`src/rtl/led_blink_pkg.sv`:
```
// Package: shared mode encoding, word offsets, bit positions and reset values
// for the LED blink controller. Assumes a 32-bit word bus with byte addresses.
package led_blink_pkg;

    typedef enum logic [1:0] {
        MODE_OFF    = 2'd0,
        MODE_BREATH = 2'd1,
        MODE_BLINK  = 2'd2,
        MODE_ON     = 2'd3
    } led_mode_e;

    localparam int OFS_CFG = 'h0;
    localparam int OFS_LIM = 'h4;
    localparam int OFS_DLY = 'h8;

    localparam int CFG_CLKSEL_BIT = 2;
    localparam int CFG_UPD_BIT    = 6;
    localparam int CFG_SRST_BIT   = 7;
    localparam int CFG_WDT_LSB    = 8;
    localparam int WDT_W          = 8;

    localparam logic [WDT_W-1:0] WDT_DFLT = 8'h14;

endpackage

```
`src/rtl/led_blink_regs.sv`:
```
// Register file: holds the configuration, limits and delay words, decodes the
// byte-addressed bus, produces a one-cycle soft-reset request and clears the
// update bit when the timer reports an applied update. Assumes CNT_W <= 16 and
// PRESC_W <= 16 so every field fits in its 32-bit word.
module led_blink_regs
    import led_blink_pkg::*;
#(
    parameter int ADDR_W  = 4,
    parameter int DATA_W  = 32,
    parameter int CNT_W   = 8,
    parameter int PRESC_W = 12
) (
    input  logic               clk,
    input  logic               rst_n,
    input  logic               wr,
    input  logic [ADDR_W-1:0]  addr,
    input  logic [DATA_W-1:0]  wdata,
    output logic [DATA_W-1:0]  rdata,
    input  logic               apply,
    output led_mode_e          mode,
    output logic               upd_pend,
    output logic               srst,
    output logic [PRESC_W-1:0] shd_presc,
    output logic [CNT_W-1:0]   shd_duty
);

    localparam logic [ADDR_W-1:0] A_CFG = ADDR_W'(OFS_CFG);
    localparam logic [ADDR_W-1:0] A_LIM = ADDR_W'(OFS_LIM);
    localparam logic [ADDR_W-1:0] A_DLY = ADDR_W'(OFS_DLY);

    led_mode_e          mode_q;
    logic               clksel_q;
    logic               upd_q;
    logic [WDT_W-1:0]   wdt_q;
    logic [CNT_W-1:0]   lim_lo_q;
    logic [CNT_W-1:0]   lim_hi_q;
    logic [PRESC_W-1:0] dly_lo_q;
    logic [PRESC_W-1:0] dly_hi_q;

    logic cfg_wr;
    logic lim_wr;
    logic dly_wr;

    // Purpose: decode the write strobe per word and detect a soft-reset request.
    always_comb begin
        cfg_wr = wr && (addr == A_CFG);
        lim_wr = wr && (addr == A_LIM);
        dly_wr = wr && (addr == A_DLY);
        srst   = cfg_wr && wdata[CFG_SRST_BIT];
    end

    // Purpose: configuration word storage, soft reset and self-clearing update bit.
    always_ff @(posedge clk) begin
        if (!rst_n || srst) begin
            mode_q   <= MODE_OFF;
            clksel_q <= 1'b0;
            upd_q    <= 1'b0;
            wdt_q    <= WDT_DFLT;
        end else if (cfg_wr) begin
            mode_q   <= led_mode_e'(wdata[1:0]);
            clksel_q <= wdata[CFG_CLKSEL_BIT];
            upd_q    <= wdata[CFG_UPD_BIT];
            wdt_q    <= wdata[CFG_WDT_LSB +: WDT_W];
        end else if (apply) begin
            upd_q    <= 1'b0;
        end
    end

    // Purpose: limits and delay word storage.
    always_ff @(posedge clk) begin
        if (!rst_n || srst) begin
            lim_lo_q <= '0;
            lim_hi_q <= '0;
            dly_lo_q <= '0;
            dly_hi_q <= '0;
        end else begin
            if (lim_wr) begin
                lim_lo_q <= wdata[0 +: CNT_W];
                lim_hi_q <= wdata[CNT_W +: CNT_W];
            end
            if (dly_wr) begin
                dly_lo_q <= wdata[0 +: PRESC_W];
                dly_hi_q <= wdata[PRESC_W +: PRESC_W];
            end
        end
    end

    // Purpose: assemble read data; unimplemented bits and addresses read zero.
    always_comb begin
        rdata = '0;
        case (addr)
            A_CFG: begin
                rdata[1:0]                   = mode_q;
                rdata[CFG_CLKSEL_BIT]        = clksel_q;
                rdata[CFG_UPD_BIT]           = upd_q;
                rdata[CFG_WDT_LSB +: WDT_W]  = wdt_q;
            end
            A_LIM: begin
                rdata[0 +: CNT_W]            = lim_lo_q;
                rdata[CNT_W +: CNT_W]        = lim_hi_q;
            end
            A_DLY: begin
                rdata[0 +: PRESC_W]          = dly_lo_q;
                rdata[PRESC_W +: PRESC_W]    = dly_hi_q;
            end
            default: rdata = '0;
        endcase
    end

    assign mode      = mode_q;
    assign upd_pend  = upd_q;
    assign shd_presc = dly_lo_q;
    assign shd_duty  = lim_lo_q;

    AST_SRST_CFG: assert property (@(posedge clk) disable iff (!rst_n)
        srst |=> (mode_q == MODE_OFF && !upd_q && wdt_q == WDT_DFLT && lim_lo_q == '0));
    AST_UPD_CLEAR: assert property (@(posedge clk) disable iff (!rst_n)
        (upd_q && apply && !cfg_wr) |=> !upd_q);

endmodule

```
`src/rtl/led_blink_timer.sv`:
```
// Blink timer: a prescale divider steps an up counter while blink mode is
// selected. At each counter wrap with an update pending it copies the shadow
// prescale and duty into the applied registers and pulses apply. Assumes run
// and srst come straight from the register file in the same clock domain.
module led_blink_timer #(
    parameter int CNT_W   = 8,
    parameter int PRESC_W = 12
) (
    input  logic               clk,
    input  logic               rst_n,
    input  logic               run,
    input  logic               srst,
    input  logic               upd_pend,
    input  logic [PRESC_W-1:0] shd_presc,
    input  logic [CNT_W-1:0]   shd_duty,
    output logic               apply,
    output logic [CNT_W-1:0]   cnt,
    output logic [CNT_W-1:0]   act_duty
);

    localparam logic [CNT_W-1:0] CNT_MAX = {CNT_W{1'b1}};

    logic [PRESC_W-1:0] div_q;
    logic [PRESC_W-1:0] act_presc_q;
    logic [CNT_W-1:0]   cnt_q;
    logic [CNT_W-1:0]   act_duty_q;
    logic               step;

    // Purpose: flag a counter step and an update due at the wrap.
    always_comb begin
        step  = run && (div_q == act_presc_q);
        apply = step && (cnt_q == CNT_MAX) && upd_pend;
    end

    // Purpose: divider and counter; both held at zero outside blink mode.
    always_ff @(posedge clk) begin
        if (!rst_n || srst) begin
            div_q <= '0;
            cnt_q <= '0;
        end else if (!run) begin
            div_q <= '0;
            cnt_q <= '0;
        end else if (step) begin
            div_q <= '0;
            cnt_q <= cnt_q + 1'b1;
        end else begin
            div_q <= div_q + 1'b1;
        end
    end

    // Purpose: applied prescale and duty, loaded only at an update wrap.
    always_ff @(posedge clk) begin
        if (!rst_n || srst) begin
            act_presc_q <= '0;
            act_duty_q  <= '0;
        end else if (apply) begin
            act_presc_q <= shd_presc;
            act_duty_q  <= shd_duty;
        end
    end

    assign cnt      = cnt_q;
    assign act_duty = act_duty_q;

    AST_DIV_BOUND: assert property (@(posedge clk) disable iff (!rst_n)
        div_q <= act_presc_q);
    AST_CNT_HOLD: assert property (@(posedge clk) disable iff (!rst_n)
        (run && !srst && div_q != act_presc_q) |=> $stable(cnt_q));
    AST_ACT_HOLD: assert property (@(posedge clk) disable iff (!rst_n)
        (!apply && !srst) |=> ($stable(act_duty_q) && $stable(act_presc_q)));

endmodule

```
`src/rtl/led_blink_out.sv`:
```
// Output selector: turns the mode, the counter and the applied duty into the
// LED drive. Off and breathing drive low, always-on drives high, and blink
// compares the counter with the duty, with an all-ones duty forcing full on.
// The clock and reset are used only by the assertions.
module led_blink_out
    import led_blink_pkg::*;
#(
    parameter int CNT_W = 8
) (
    input  logic             clk,
    input  logic             rst_n,
    input  led_mode_e        mode,
    input  logic [CNT_W-1:0] cnt,
    input  logic [CNT_W-1:0] act_duty,
    output logic             led
);

    localparam logic [CNT_W-1:0] DUTY_FULL = {CNT_W{1'b1}};

    // Purpose: select the LED level for the current mode.
    always_comb begin
        case (mode)
            MODE_ON:    led = 1'b1;
            MODE_BLINK: led = (act_duty == DUTY_FULL) || (cnt < act_duty);
            default:    led = 1'b0;
        endcase
    end

    AST_ON_HIGH: assert property (@(posedge clk) disable iff (!rst_n)
        (mode == MODE_ON) |-> led);
    AST_OFF_LOW: assert property (@(posedge clk) disable iff (!rst_n)
        (mode == MODE_OFF || mode == MODE_BREATH) |-> !led);
    AST_FULL_ON: assert property (@(posedge clk) disable iff (!rst_n)
        (mode == MODE_BLINK && act_duty == DUTY_FULL) |-> led);

endmodule

```
`src/rtl/led_blink_ctrl.sv`:
```
// Top level of the LED blink controller: connects the register file, the blink
// timer and the output selector. Assumes clk is the 32768 Hz timebase itself
// and rst_n is synchronous to it.
module led_blink_ctrl
    import led_blink_pkg::*;
#(
    parameter int ADDR_W  = 4,
    parameter int DATA_W  = 32,
    parameter int CNT_W   = 8,
    parameter int PRESC_W = 12
) (
    input  logic              clk,
    input  logic              rst_n,
    input  logic              bus_wr,
    input  logic [ADDR_W-1:0] bus_addr,
    input  logic [DATA_W-1:0] bus_wdata,
    output logic [DATA_W-1:0] bus_rdata,
    output logic              led_o
);

    led_mode_e          mode;
    logic               upd_pend;
    logic               srst;
    logic               apply;
    logic [PRESC_W-1:0] shd_presc;
    logic [CNT_W-1:0]   shd_duty;
    logic [CNT_W-1:0]   cnt;
    logic [CNT_W-1:0]   act_duty;
    logic               run;

    // Purpose: the timer runs only in blink mode.
    assign run = (mode == MODE_BLINK);

    led_blink_regs #(
        .ADDR_W (ADDR_W),
        .DATA_W (DATA_W),
        .CNT_W  (CNT_W),
        .PRESC_W(PRESC_W)
    ) u_regs (
        .clk      (clk),
        .rst_n    (rst_n),
        .wr       (bus_wr),
        .addr     (bus_addr),
        .wdata    (bus_wdata),
        .rdata    (bus_rdata),
        .apply    (apply),
        .mode     (mode),
        .upd_pend (upd_pend),
        .srst     (srst),
        .shd_presc(shd_presc),
        .shd_duty (shd_duty)
    );

    led_blink_timer #(
        .CNT_W  (CNT_W),
        .PRESC_W(PRESC_W)
    ) u_timer (
        .clk      (clk),
        .rst_n    (rst_n),
        .run      (run),
        .srst     (srst),
        .upd_pend (upd_pend),
        .shd_presc(shd_presc),
        .shd_duty (shd_duty),
        .apply    (apply),
        .cnt      (cnt),
        .act_duty (act_duty)
    );

    led_blink_out #(
        .CNT_W(CNT_W)
    ) u_out (
        .clk     (clk),
        .rst_n   (rst_n),
        .mode    (mode),
        .cnt     (cnt),
        .act_duty(act_duty),
        .led     (led_o)
    );

endmodule

```
`config.mk`:
```
export PLATFORM = sky130hd
export DESIGN_NAME = led_blink_ctrl
export DESIGN_NICKNAME = d
export VERILOG_FILES = /design/src/rtl/led_blink_pkg.sv /design/src/rtl/led_blink_regs.sv /design/src/rtl/led_blink_timer.sv /design/src/rtl/led_blink_out.sv /design/src/rtl/led_blink_ctrl.sv
export SDC_FILE = /design/constraint.sdc
export NUM_CORES = 1
export LEC_CHECK = 0
export BUFFER_PORTS_ARGS = -buffer_cell sky130_fd_sc_hd__clkbuf_2
export CAP_MARGIN = 20
export CORE_ASPECT_RATIO = 0.8
export CORE_UTILIZATION = 56
export DETAILED_ROUTE_END_ITERATION = 6
export PLACE_DENSITY = 0.8
export SETUP_SLACK_MARGIN = 0.05
export SYNTH_ARGS = -nofsm -noshare
export SYNTH_HDL_FRONTEND = slang
export SYNTH_SLANG_ARGS = --single-unit
```
`constraint.sdc`:
```
create_clock -name clk -period 2.36 [get_ports clk]
set_input_delay 0.354 -clock clk [delete_from_list [all_inputs] [get_ports clk]]
set_output_delay 0.354 -clock clk [all_outputs]
set_load 0.02 [all_outputs]
```
* After elaboration in Yosys (flattened, before gate mapping)
Index checks and enable logic that the tools add are counted.
** Operators by class
- Add/subtract/negate cells :: 2
- Magnitude comparators :: 1
- Equality and inequality tests :: 7
- Multiplexer cells :: 9
- Bitwise gates (word level) :: 1
- Reduce and logical (&&, ||, !) cells :: 14
** Operators with widths (count)
- $pmux W8 S3 :: 1
- $eq A8 B8 Y1 const B :: 2
- $add A12 B1 Y12 const B :: 1
- $eq A12 B12 Y1 :: 1
- $pmux W3 S3 :: 1
- $add A8 B1 Y8 const B :: 1
- $lt A8 B8 Y1 :: 1
- $mux W8 :: 1
- $logic_and A1 B1 Y1 :: 7
- $pmux W3 S2 :: 1
- $eq A2 B2 Y1 const B :: 2
- $eq A4 B3 Y1 const B :: 1
- $eq A4 B4 Y1 const B :: 1
- $logic_not A4 Y1 :: 1
- $pmux W1 S2 :: 2
- $pmux W1 S3 :: 1
- $reduce_or A3 Y1 :: 1
- $logic_or A1 B1 Y1 :: 2
- $mux W1 :: 2
- $reduce_bool A2 Y1 :: 1
- $reduce_or A2 Y1 :: 1
- $logic_not A1 Y1 :: 1
- $not A1 Y1 :: 1
** Word-level totals
- Register bits :: 92
- Input bits :: 39
- Output and inout bits :: 33

* Longest topological paths before layout
Gate-level depths: netlist (run 1).
- Depth after elaboration :: 6
- Mapped depth :: 6
- Gate-level depth less buffers :: 6

* By module
From an unflattened synthesis (run 1), not the netlist that was laid out.
** Second synthesis, totals
- Cells, all modules :: 566
- Area total of the unflattened synthesis :: 4591.9 µm²
** By module, submodules not included
- led_blink_regs :: instances 1, cells each 319, area each 2595.0 µm²
- led_blink_timer :: instances 1, cells each 215, area each 1776.7 µm²
- led_blink_out :: instances 1, cells each 31, area each 206.4 µm²
- led_blink_ctrl :: instances 1, cells each 1, area each 13.8 µm²

* Worst setup path after synthesis (run 1)
No wires, ideal clock.
- Kind :: reg2out
- Start point :: reg u_timer.act_duty_q[7], in the netlist u_timer.act_duty[7]
- End point :: out led_o
- Arrival time :: 1.616 ns
- Data required time :: 2.006 ns
- Slack :: 0.390 ns
- Stages on the path, launching flop included :: 6
- Path through :: dfxtp_1 inv_1 ha_1 or4b_2 a31oi_1 a32o_1
** Between the ends
- Longest elaborated chain between the ends :: 3
** RTL lines
- start, declared :: line led_blink_timer.sv:26 : logic [CNT_W-1:0] act_duty_q;
- start signal, assigned :: line led_blink_timer.sv:58 : act_duty_q <= shd_duty;
- $lt A8 B8 Y1 / $eq A8 B8 Y1 (equally long branches) :: line led_blink_out.sv:24 : MODE_BLINK: led = (act_duty == DUTY_FULL) || (cnt < act_duty);
- $logic_or A1 B1 Y1 (*) :: line led_blink_out.sv:24
- $pmux W1 S2 (*) :: line led_blink_out.sv:22 : case (mode)
- end, declared :: line led_blink_ctrl.sv:18 : output logic led_o
Every way passes the cells marked *; elsewhere a longest branch is shown, timed or not.

* Final worst setup path (run 1)
Same ends and word-level chain as after synthesis.

==> results.toml, run 1 <==
[outcome]
outcome = "finished, violations left"
violations = "DRC"

[floorplanning]
die_h_microns = 79.9
die_w_microns = 99.4
die_area_sq_um = 7950
initial_core_util = 0.578
pin_count = 72
std_cell_rows = 28
coreArea_sq_um = 7360

[yosys]
synth.distinct_cells = 45
avgSynthCellArea_sq_um = 8.12
ys_ff_latch = 92
yosysMostFrequentCell = "nand2_1"
synth_cells = 524
synthFlopType = "dfxtp_1"
syn-cell-area_sq_um = 4250
synth_area_leaders = "dfxtp_1 (43%), nand2_1 (14%), a21oi_1 (6.2%)"
synth.largest_area_cell = "dfxtp_1"
seq_area_frac_synth = 0.433
ys_warn_count = 0
synth_edf_count = 0
ys_async_sr_fraction = 0
yosys.area.top_type_share = 0.433
yosys-top-cells-count = "nand2_1 (159), dfxtp_1 (92), a21oi_1 (53)"

[worst_setup_path]
arrival_ps = 1900
crit_path_cell_trace = "inv_2 > ha_2 > or4b_4 > a31oi_1 > a32o_2 > buf_8"
r2r-start = "u_timer.act_presc_q[3]"
crit_cells = 6
cp_max_fo = 2
end_kind = "output pin"
path_buf_inv = 2
worstSetupPathType = "flip-flop to output pin"
timing.rr.end = "u_regs.upd_pend"
rrSetupSlack_ps = 190
max_stage_delay_ps = 520
slowest_stage = "or4b_4"
rr_worst_depth = 5
worst_path_dominant_cell_family = "simple AND/OR/NAND/NOR gates"
endpoint = "led_o"
cp-startpoint = "u_timer.act_duty[7]"
worstPathRequired_ps = 2010
worstSetupStartpointType = "flip-flop"

[placed_design]
portBuffers = 55
postPlaceCellArea_sq_um = 4630
dpl.hpwl_microns = 7130
globalplace.congestion = 0.860
preCtsSetupSlack_ps = 213

[cts]
cts_sinks = 92
path_clk_slew_ps = 90
insertion_delay_ps = 360
cts.path.max_buffers = 2
cts.htree.levels = 3
tritoncts = "built"
root_buffer = "clkbuf_8"
ctsHoldBuffers = 0
cts-buffers-inserted = 9

[final_layout]
design_area_sq_um = 4880
final_util = 0.663
nFillCells = 613
n_antenna_cell = 0
layout-drive-gt1-share = 0.187
area_growth_pct = 14.7
layout.nets = 625

[detailed_routing]
drc = 2
drt-wirelength-per-cell_microns = 15.3
vias = 3763
drtIter0Drc = 233
first_pass_iters = 7
ant_nets = 0
via_per_inst = 5.60
finalWirelength_microns = 10300

[hold_path]
hold_path_depth = 3
hold_path_class = "primary input to flip-flop"

[timing]
fin_ws_ps = 102
finalSetupTns_ps = 0
finalHoldViolations = 0
max_freq_mhz = 443
worst_pin_slew_ps = 644
relSlewSlack = 0.570
setup_viol = 0
rsz0062_at_grt = "yes"
skew_ps = 9.86
layout_min_cycle_time_ps = 2260
final_max_slew_viol_count = 0
finalCritPeriodShare = 0.957

[power]
power_w = 0.00283
ir_drop_uv = 342
p_leak_nw = 2.07
power.density_nw_per_um2 = 579

[global_route]
grt_max_degree = 51
gr-usage-all-layers = 0.274
grt_pass1_vias = 3582
grt_pass1_wl_microns = 17000
antenna_found_initial = 0
globalRouteOverflowTotal = 0

[flow_run]
cap_violations = 0
## cells in the final DEF, fill, tap and decap left out, types with 4 or more instances in the layout
cell type / n
ha_1: 6
dfxtp_1: 87
a22o_1: 4
conb_1: 8
buf_4: 14
and2_1: 9
clkbuf_2: 54
dfxtp_2: 5
nor3_1: 4
mux2i_1: 22
inv_1: 22
nor2_1: 22
nand3_1: 9
xnor2_1: 6
nand4_1: 8
nand2_1: 159
xor2_1: 17
a21oi_1: 53
clkbuf_8: 10
a222oi_1: 12
## per-layer routing
metal	GRT usage	wire, microns	up-vias
met4	0.0971	167	0
met2	0.456	4920	132
met5	0	0	-
li1	-	-	1856
met1	0.349	4520	1760
met3	0.0648	670	15
## logic make-up (layout without fill, tap and decap cells)
| kind of cell | count (synthesis) | in the layout | share of synthesized area |
|---|---|---|---|
| other cells | 1 | 8 | 0.000882 |
| xor+xnor | 24 | 24 | 0.0512 |
| buf+inv | 59 | 110 | 0.0635 |
| mux | 22 | 22 | 0.0518 |
| fa+ha+maj | 9 | 9 | 0.0265 |
| compound gates | 81 | 81 | 0.121 |
| simple gates | 236 | 236 | 0.252 |
| flops | 92 | 92 | 0.433 |
## layout make-up
class	instances	area (sq um)	share of cell area
Clock buffer	10	138	0.0282
Clock inverter	6	72.6	0.0149
Inverter	24	90.1	0.0185
Multi-Input combinational cell	380	2210	0.453
Sequential cell	92	1850	0.379
Tap cell	90	113	0.0231
Timing Repair Buffer	70	410	0.0841
## how the worst min path moves through the flow
| stage | startpoint | end | slack, ps |
|---|---|---|---|
| final | bus_wdata[16] | u_regs.dly_hi_q[4] | 200 |
| after global routing | bus_wdata[21] | u_regs.dly_hi_q[9] | 200 |
| after CTS | bus_wdata[16] | u_regs.dly_hi_q[4] | 190 |
| after detailed placement | u_regs.dly_hi_q[4] | u_regs.dly_hi_q[4] | 440 |
| after global placement | u_regs.dly_hi_q[10] | u_regs.dly_hi_q[10] | 440 |
| after floorplan | u_regs.dly_hi_q[10] | u_regs.dly_hi_q[10] | 430 |
## where the power goes
group	internal [W]	switching, W	leakage (nW)
combinational	0.0000464	0.0000989	1.23
sequential	0.00156	0.00000749	0.744
clock	0.000528	0.000583	0.103
## state kept, by name (all words and copies together) (netlist names)
name	flops
u_regs.upd_pend	1
u_regs.shd_duty	8
u_timer.cnt	8
u_regs.dly_hi_q	12
u_regs.shd_presc	12
u_regs.wdt_q	8
u_regs.mode	2
u_timer.div_q	12
u_regs.clksel_q	1
u_timer.act_duty	8
u_regs.lim_hi_q	8
u_timer.act_presc_q	12
## worst reg2reg max path, delay by kind of cell (launching register included)
kind	cells	cell delay, ps
simple gates	3	1190
compound gates	1	330
xor+xnor	1	180
flops	1	360
## timing repair
action | in CTS | in global routing
resized for setup | 8 | 7
pin swaps | 1 | 1
cloned | 0 | 0
endpoints found under the setup margin | 1 | 1
setup buffers | 2 | 0
## per-stage QoR
stage | std cells | hold WS (ps)
after floorplan | 531 | 432
after global routing | 672 | 203
after detailed placement | 654 | 444
after global placement | 654 | 437
after CTS | 672 | 194
final | 672 | 204
Power figures use the tool's default switching activity.
==> run 2, diff against run 1 <==
--- a/config.mk
+++ b/config.mk
@@ -10,7 +10,7 @@
 export CORE_ASPECT_RATIO = 0.8
 export CORE_UTILIZATION = 56
 export DETAILED_ROUTE_END_ITERATION = 6
-export PLACE_DENSITY = 0.8
+export PLACE_DENSITY = 0.85
 export SETUP_SLACK_MARGIN = 0.05
 export SYNTH_ARGS = -nofsm -noshare
 export SYNTH_HDL_FRONTEND = slang
==> results.toml, run 2 (same netlist as run 1, synthesis figures left out) <==
[floorplanning]
pin_count = 72
die_area_sq_um = 7950
die_w_microns = 99.4
coreArea_sq_um = 7360
die_h_microns = 79.9
std_cell_rows = 28
initial_core_util = 0.578

[detailed_routing]
vias = 3809
ant_nets = 0
drtIter0Drc = 293
drc = 0
finalWirelength_microns = 10500
drt-wirelength-per-cell_microns = 15.6
via_per_inst = 5.64
first_pass_iters = 6

[global_route]
gr-usage-all-layers = 0.279
grt_pass1_wl_microns = 17300
antenna_found_initial = 0
globalRouteOverflowTotal = 0
grt_max_degree = 51
grt_pass1_vias = 3731

[worst_setup_path]
slowest_stage = "or4b_4"
rr_worst_depth = 5
r2r-start = "u_timer.div_q[3]"
worstPathRequired_ps = 2010
cp_max_fo = 3
cp-startpoint = "u_timer.act_duty[5]"
end_kind = "output pin"
crit_path_cell_trace = "inv_2 > ha_4 > or4b_4 > a31oi_4 > a32o_2 > buf_8"
worst_path_dominant_cell_family = "simple AND/OR/NAND/NOR gates"
worstSetupStartpointType = "flip-flop"
path_buf_inv = 2
crit_cells = 6
timing.rr.end = "u_regs.upd_pend"
arrival_ps = 1920
worstSetupPathType = "flip-flop to output pin"
rrSetupSlack_ps = 210
max_stage_delay_ps = 540
endpoint = "led_o"

[placed_design]
dpl.hpwl_microns = 7390
globalplace.congestion = 0.847
portBuffers = 55
placed_cells = 657

[timing]
finalHoldViolations = 0
setup_viol = 0
max_freq_mhz = 439
layout_min_cycle_time_ps = 2280
finalCritPeriodShare = 0.965
relSlewSlack = 0.554
finalSetupTns_ps = 0
worst_pin_slew_ps = 667
final_max_slew_viol_count = 0
hold_slack_ps = 197
skew_ps = 15.1
rsz0062_at_grt = "yes"

[power]
ir_drop_uv = 505
p_leak_nw = 2.09
power.density_nw_per_um2 = 569

[outcome]
outcome = "finished, final reports clean"

[final_layout]
nFillCells = 591
final_cells = 675
mostFrequentLayoutCell = "nand2_1"
n_antenna_cell = 0
layout.nets = 628
final_util = 0.668
layout-drive-gt1-share = 0.188
area_growth_pct = 15.5
layout_common_cells = "nand2_1 (159), dfxtp_1 (87), clkbuf_2 (54)"

[cts]
path_clk_slew_ps = 100
insertion_delay_ps = 370
cts.htree.levels = 3
tritoncts = "built"
ctsHoldBuffers = 0
cts_sinks = 92
cts.path.max_buffers = 2
root_buffer = "clkbuf_8"
cts-buffers-inserted = 9

[flow_run]
cap_violations = 0

[hold_path]
hold_path_class = "primary input to flip-flop"
[run 2: stage by stage]
stage                     instance area (sq um)  power (W)  worst slack, ps
after floorplan                            4280    0.00169              390
after global placement                     4650    0.00175              264
after detailed placement                   4650    0.00175              223
after CTS                                  4870    0.00280             53.8
after global routing                       4910    0.00290             36.4
final                                      4910    0.00279             82.3
[run 2: how the worst min path moves through the flow]
stage	start	endpoint	slack [ps]	cells past startpoint
finish	bus_wdata[16]	u_regs.dly_hi_q[4]	200	3
floorplan	u_regs.dly_hi_q[10]	u_regs.dly_hi_q[10]	430	2
global placement	u_regs.dly_hi_q[5]	u_regs.dly_hi_q[5]	440	2
CTS	bus_wdata[16]	u_regs.dly_hi_q[4]	190	3
detailed placement	u_regs.dly_hi_q[11]	u_regs.dly_hi_q[11]	440	2
global route	bus_wdata[16]	u_regs.dly_hi_q[4]	200	3
[run 2: what timing repair did]
action	4_1_cts	5_1_grt
endpoints found under the setup margin	1	1
setup buffers	1	1
resized for setup	7	9
pin swaps	1	2
[run 2: layout make-up]
| cell class | count | area [sq um] | area share |
|---|---|---|---|
| clock buffers | 10 | 128 | 0.0260 |
| well taps | 90 | 113 | 0.0229 |
| inverters | 24 | 90.1 | 0.0183 |
| repair buffers | 73 | 433 | 0.0882 |
| flip-flops and latches | 92 | 1850 | 0.376 |
| clock inverters | 6 | 68.8 | 0.0140 |
| multi-input cells | 380 | 2230 | 0.454 |
[run 2: report_power, final]
group          internal, W  switching [W]
sequential         0.00156     0.00000759
combinational    0.0000475      0.0000998
clock             0.000500       0.000577
total              0.00211       0.000684
[run 2: metal layers]
layer / GRT usage / up-vias / wire length [microns]
li1: - / 1862 / -
met1: 0.343 / 1813 / 4510
met2: 0.481 / 117 / 5230
met3: 0.0630 / 17 / 609
met4: 0.103 / 0 / 159
met5: 0 / - / 0
[run 2: worst reg2reg max path: stages (launching register included)]
cell     delay (ps)
dfxtp_1         420
xor2_1          120
or4_4           570
nor4_4          330
nand2_4         280
a41o_1          330
==> run 3, diff against run 2 <==
--- a/config.mk
+++ b/config.mk
@@ -8,10 +8,11 @@
 export BUFFER_PORTS_ARGS = -buffer_cell sky130_fd_sc_hd__clkbuf_2
 export CAP_MARGIN = 20
 export CORE_ASPECT_RATIO = 0.8
-export CORE_UTILIZATION = 56
+export CORE_UTILIZATION = 50
 export DETAILED_ROUTE_END_ITERATION = 6
-export PLACE_DENSITY = 0.85
+export PLACE_DENSITY = 0.77
 export SETUP_SLACK_MARGIN = 0.05
 export SYNTH_ARGS = -nofsm -noshare
 export SYNTH_HDL_FRONTEND = slang
+export SYNTH_HIERARCHICAL = 1
 export SYNTH_SLANG_ARGS = --single-unit
==> results.toml, run 3 <==
[cts]
ctsHoldBuffers = 0
cts.path.max_buffers = 2
cts_sinks = 92
cts-resized-gates = 0
root_buffer = "clkbuf_16"
cts_setup_buffers = 0
path_clk_slew_ps = 60
cts-buffers-inserted = 9
cts.htree.levels = 3
tritoncts = "built"
insertion_delay_ps = 340

[timing]
setup_viol = 0
rsz0062_at_grt = "no"
relSlewSlack = 0.552
worst_pin_slew_ps = 672
layout_min_cycle_time_ps = 2120
fin_ws_ps = 243
finalCritPeriodShare = 0.897
finalHoldViolations = 0
finalSetupTns_ps = 0
skew_ps = 8.22
hold_slack_ps = 244
max_freq_mhz = 472
final_max_slew_viol_count = 0

[detailed_routing]
finalWirelength_microns = 11800
first_pass_iters = 5
ant_nets = 0
via_per_inst = 5.95
drt-wirelength-per-cell_microns = 16.5
vias = 4279
drc = 0
drtIter0Drc = 387

[worst_setup_path]
crit_top_cell = "nand2_1"
r2r-start = "u_timer/div_q[3]"
slowest_stage = "dfxtp_1"
cp_max_fo = 3
rr_worst_depth = 5
cp-startpoint = "u_timer/act_duty[4]"
timing.rr.end = "u_timer/cnt[6]"
end_kind = "output pin"
worstSetupStartpointType = "flip-flop"
crit_path_cell_trace = "inv_1 > ha_1 > nand2_1 > nor3_1 > a21o_1 > nand2_1 > clkbuf_2"
worstSetupPathType = "flip-flop to output pin"
max_stage_delay_ps = 410
worstPathRequired_ps = 2010
rrSetupSlack_ps = 370
arrival_ps = 1760

[yosys]
ys_async_sr_fraction = 0
avgSynthCellArea_sq_um = 8.11
yosys-top-cells-count = "dfxtp_1 (92), o21ai_0 (75), nand3_1 (70)"
synth_edf_count = 0
syn-cell-area_sq_um = 4590
yosysMostFrequentCell = "dfxtp_1"
synth_area_leaders = "dfxtp_1 (40%), o21ai_0 (8.2%), nand3_1 (7.6%)"
ys_ff_latch = 92
synthFlopType = "dfxtp_1"
synth.distinct_cells = 43
synth_cells = 566
ys_warn_count = 6
seq_area_frac_synth = 0.401
synth.largest_area_cell = "dfxtp_1"
yosys.area.top_type_share = 0.401

[global_route]
grt_pass1_wl_microns = 19500
antenna_found_initial = 0
globalRouteOverflowTotal = 0
grt_pass1_vias = 4001
grt_max_degree = 45
gr-usage-all-layers = 0.263

[final_layout]
n_antenna_cell = 0
layout-drive-gt1-share = 0.166
layout_common_cells = "dfxtp_1 (92), o21ai_0 (75), nand3_1 (70)"
final_util = 0.601
mostFrequentLayoutCell = "dfxtp_1"
layout.nets = 650
nFillCells = 768
area_growth_pct = 14.1

[power]
switching_share = 0.229
p_int_w = 0.00257
p_leak_nw = 1.87
power_frac_seq = 0.471
p_switching_w = 0.000764
ir_drop_uv = 444
power_frac_comb = 0.070
p_clk_frac = 0.459
power.density_nw_per_um2 = 636

[floorplanning]
coreArea_sq_um = 8710
die_w_microns = 109
die_h_microns = 87.7
die_area_sq_um = 9570
initial_core_util = 0.527
std_cell_rows = 30
pin_count = 72

[flow_run]
cap_violations = 0

[outcome]
outcome = "finished, final reports clean"

[hold_path]
hold_path.startpoint = "bus_wdata[20]"
hold_path_class = "primary input to flip-flop"
hold_path_depth = 3
holdPathEnd = "u_regs/dly_hi_q[8]"

[placed_design]
portBuffers = 55
dpl.hpwl_microns = 8010
preCtsSetupSlack_ps = 421
globalplace.congestion = 0.781
==> run 3: cell families (layout without fill, tap and decap cells) <==
kind of cell,after synthesis,count (layout),share of synthesized area
AOI/OAI and AO/OA,156,156,0.194
xor gates and xnor gates,25,25,0.0493
adders and majority gates,9,9,0.0245
buffers and inverters,69,103,0.0757
DFF,92,92,0.401
muxes,13,13,0.0283
other,1,8,0.000817
and+or+nand+nor,201,201,0.226
==> run 3: worst max-delay path, delay by kind of cell (launching register included) <==
kind / cells / cell delay (ps)
adder cells (fa/ha/maj): 1 / 270
AND/OR/NAND/NOR: 3 / 350
AO/OA/AOI/OAI: 1 / 160
flip-flops: 1 / 410
buffers and inverters: 2 / 240
==> run 3: area by class of cell <==
class / instances / area [sq um] / area share
Sequential cell: 92 / 1840 / 0.352
Multi-Input combinational cell: 412 / 2440 / 0.466
Inverter: 12 / 45.0 / 0.00860
Clock buffer: 10 / 229 / 0.0437
Tap cell: 112 / 140 / 0.0268
Timing Repair Buffer: 75 / 450 / 0.0860
Clock inverter: 6 / 88.8 / 0.0170
==> run 3: metrics by stage <==
stage / instances / total power, W / instance area (sq um)
global placement: 703 / 0.00183 / 4920
detailed placement: 703 / 0.00183 / 4920
CTS: 719 / 0.00334 / 5240
global route: 719 / 0.00343 / 5240
floorplan: 573 / 0.00176 / 4620
finish: 719 / 0.00333 / 5240
==> run 3: metal layers <==
layer,global-route usage,vias to the layer above,part of all wire
li1,-,2051,-
met3,0.0558,20,0.075
met5,0,-,0
met4,0.0921,0,0.017
met1,0.351,2030,0.45
met2,0.420,178,0.45
==> run 3: worst max path at each step <==
| stage | slack (ps) | endpoint | depth (start not counted) |
|---|---|---|---|
| after global placement | 460 | bus_rdata[11] | 6 |
| after floorplan | 470 | u_timer/cnt[7] | 9 |
| after detailed placement | 420 | u_timer/cnt[7] | 7 |
| after CTS | 250 | led_o | 7 |
| after global routing | 130 | led_o | 7 |
| final | 240 | led_o | 7 |
==> run 3: power by group through the flow <==
| stage | registers (W) | logic (W) | clock network [W] |
|---|---|---|---|
| 3_3_place_gp | 0.00160 | 0.000222 | 0 |
| 2_1_floorplan | 0.00160 | 0.000154 | 0 |
| 5_1_grt | 0.00157 | 0.000248 | 0.00161 |
| 6_report | 0.00157 | 0.000232 | 0.00153 |
| 4_1_cts | 0.00157 | 0.000227 | 0.00155 |
| 3_5_place_dp | 0.00160 | 0.000225 | 0 |
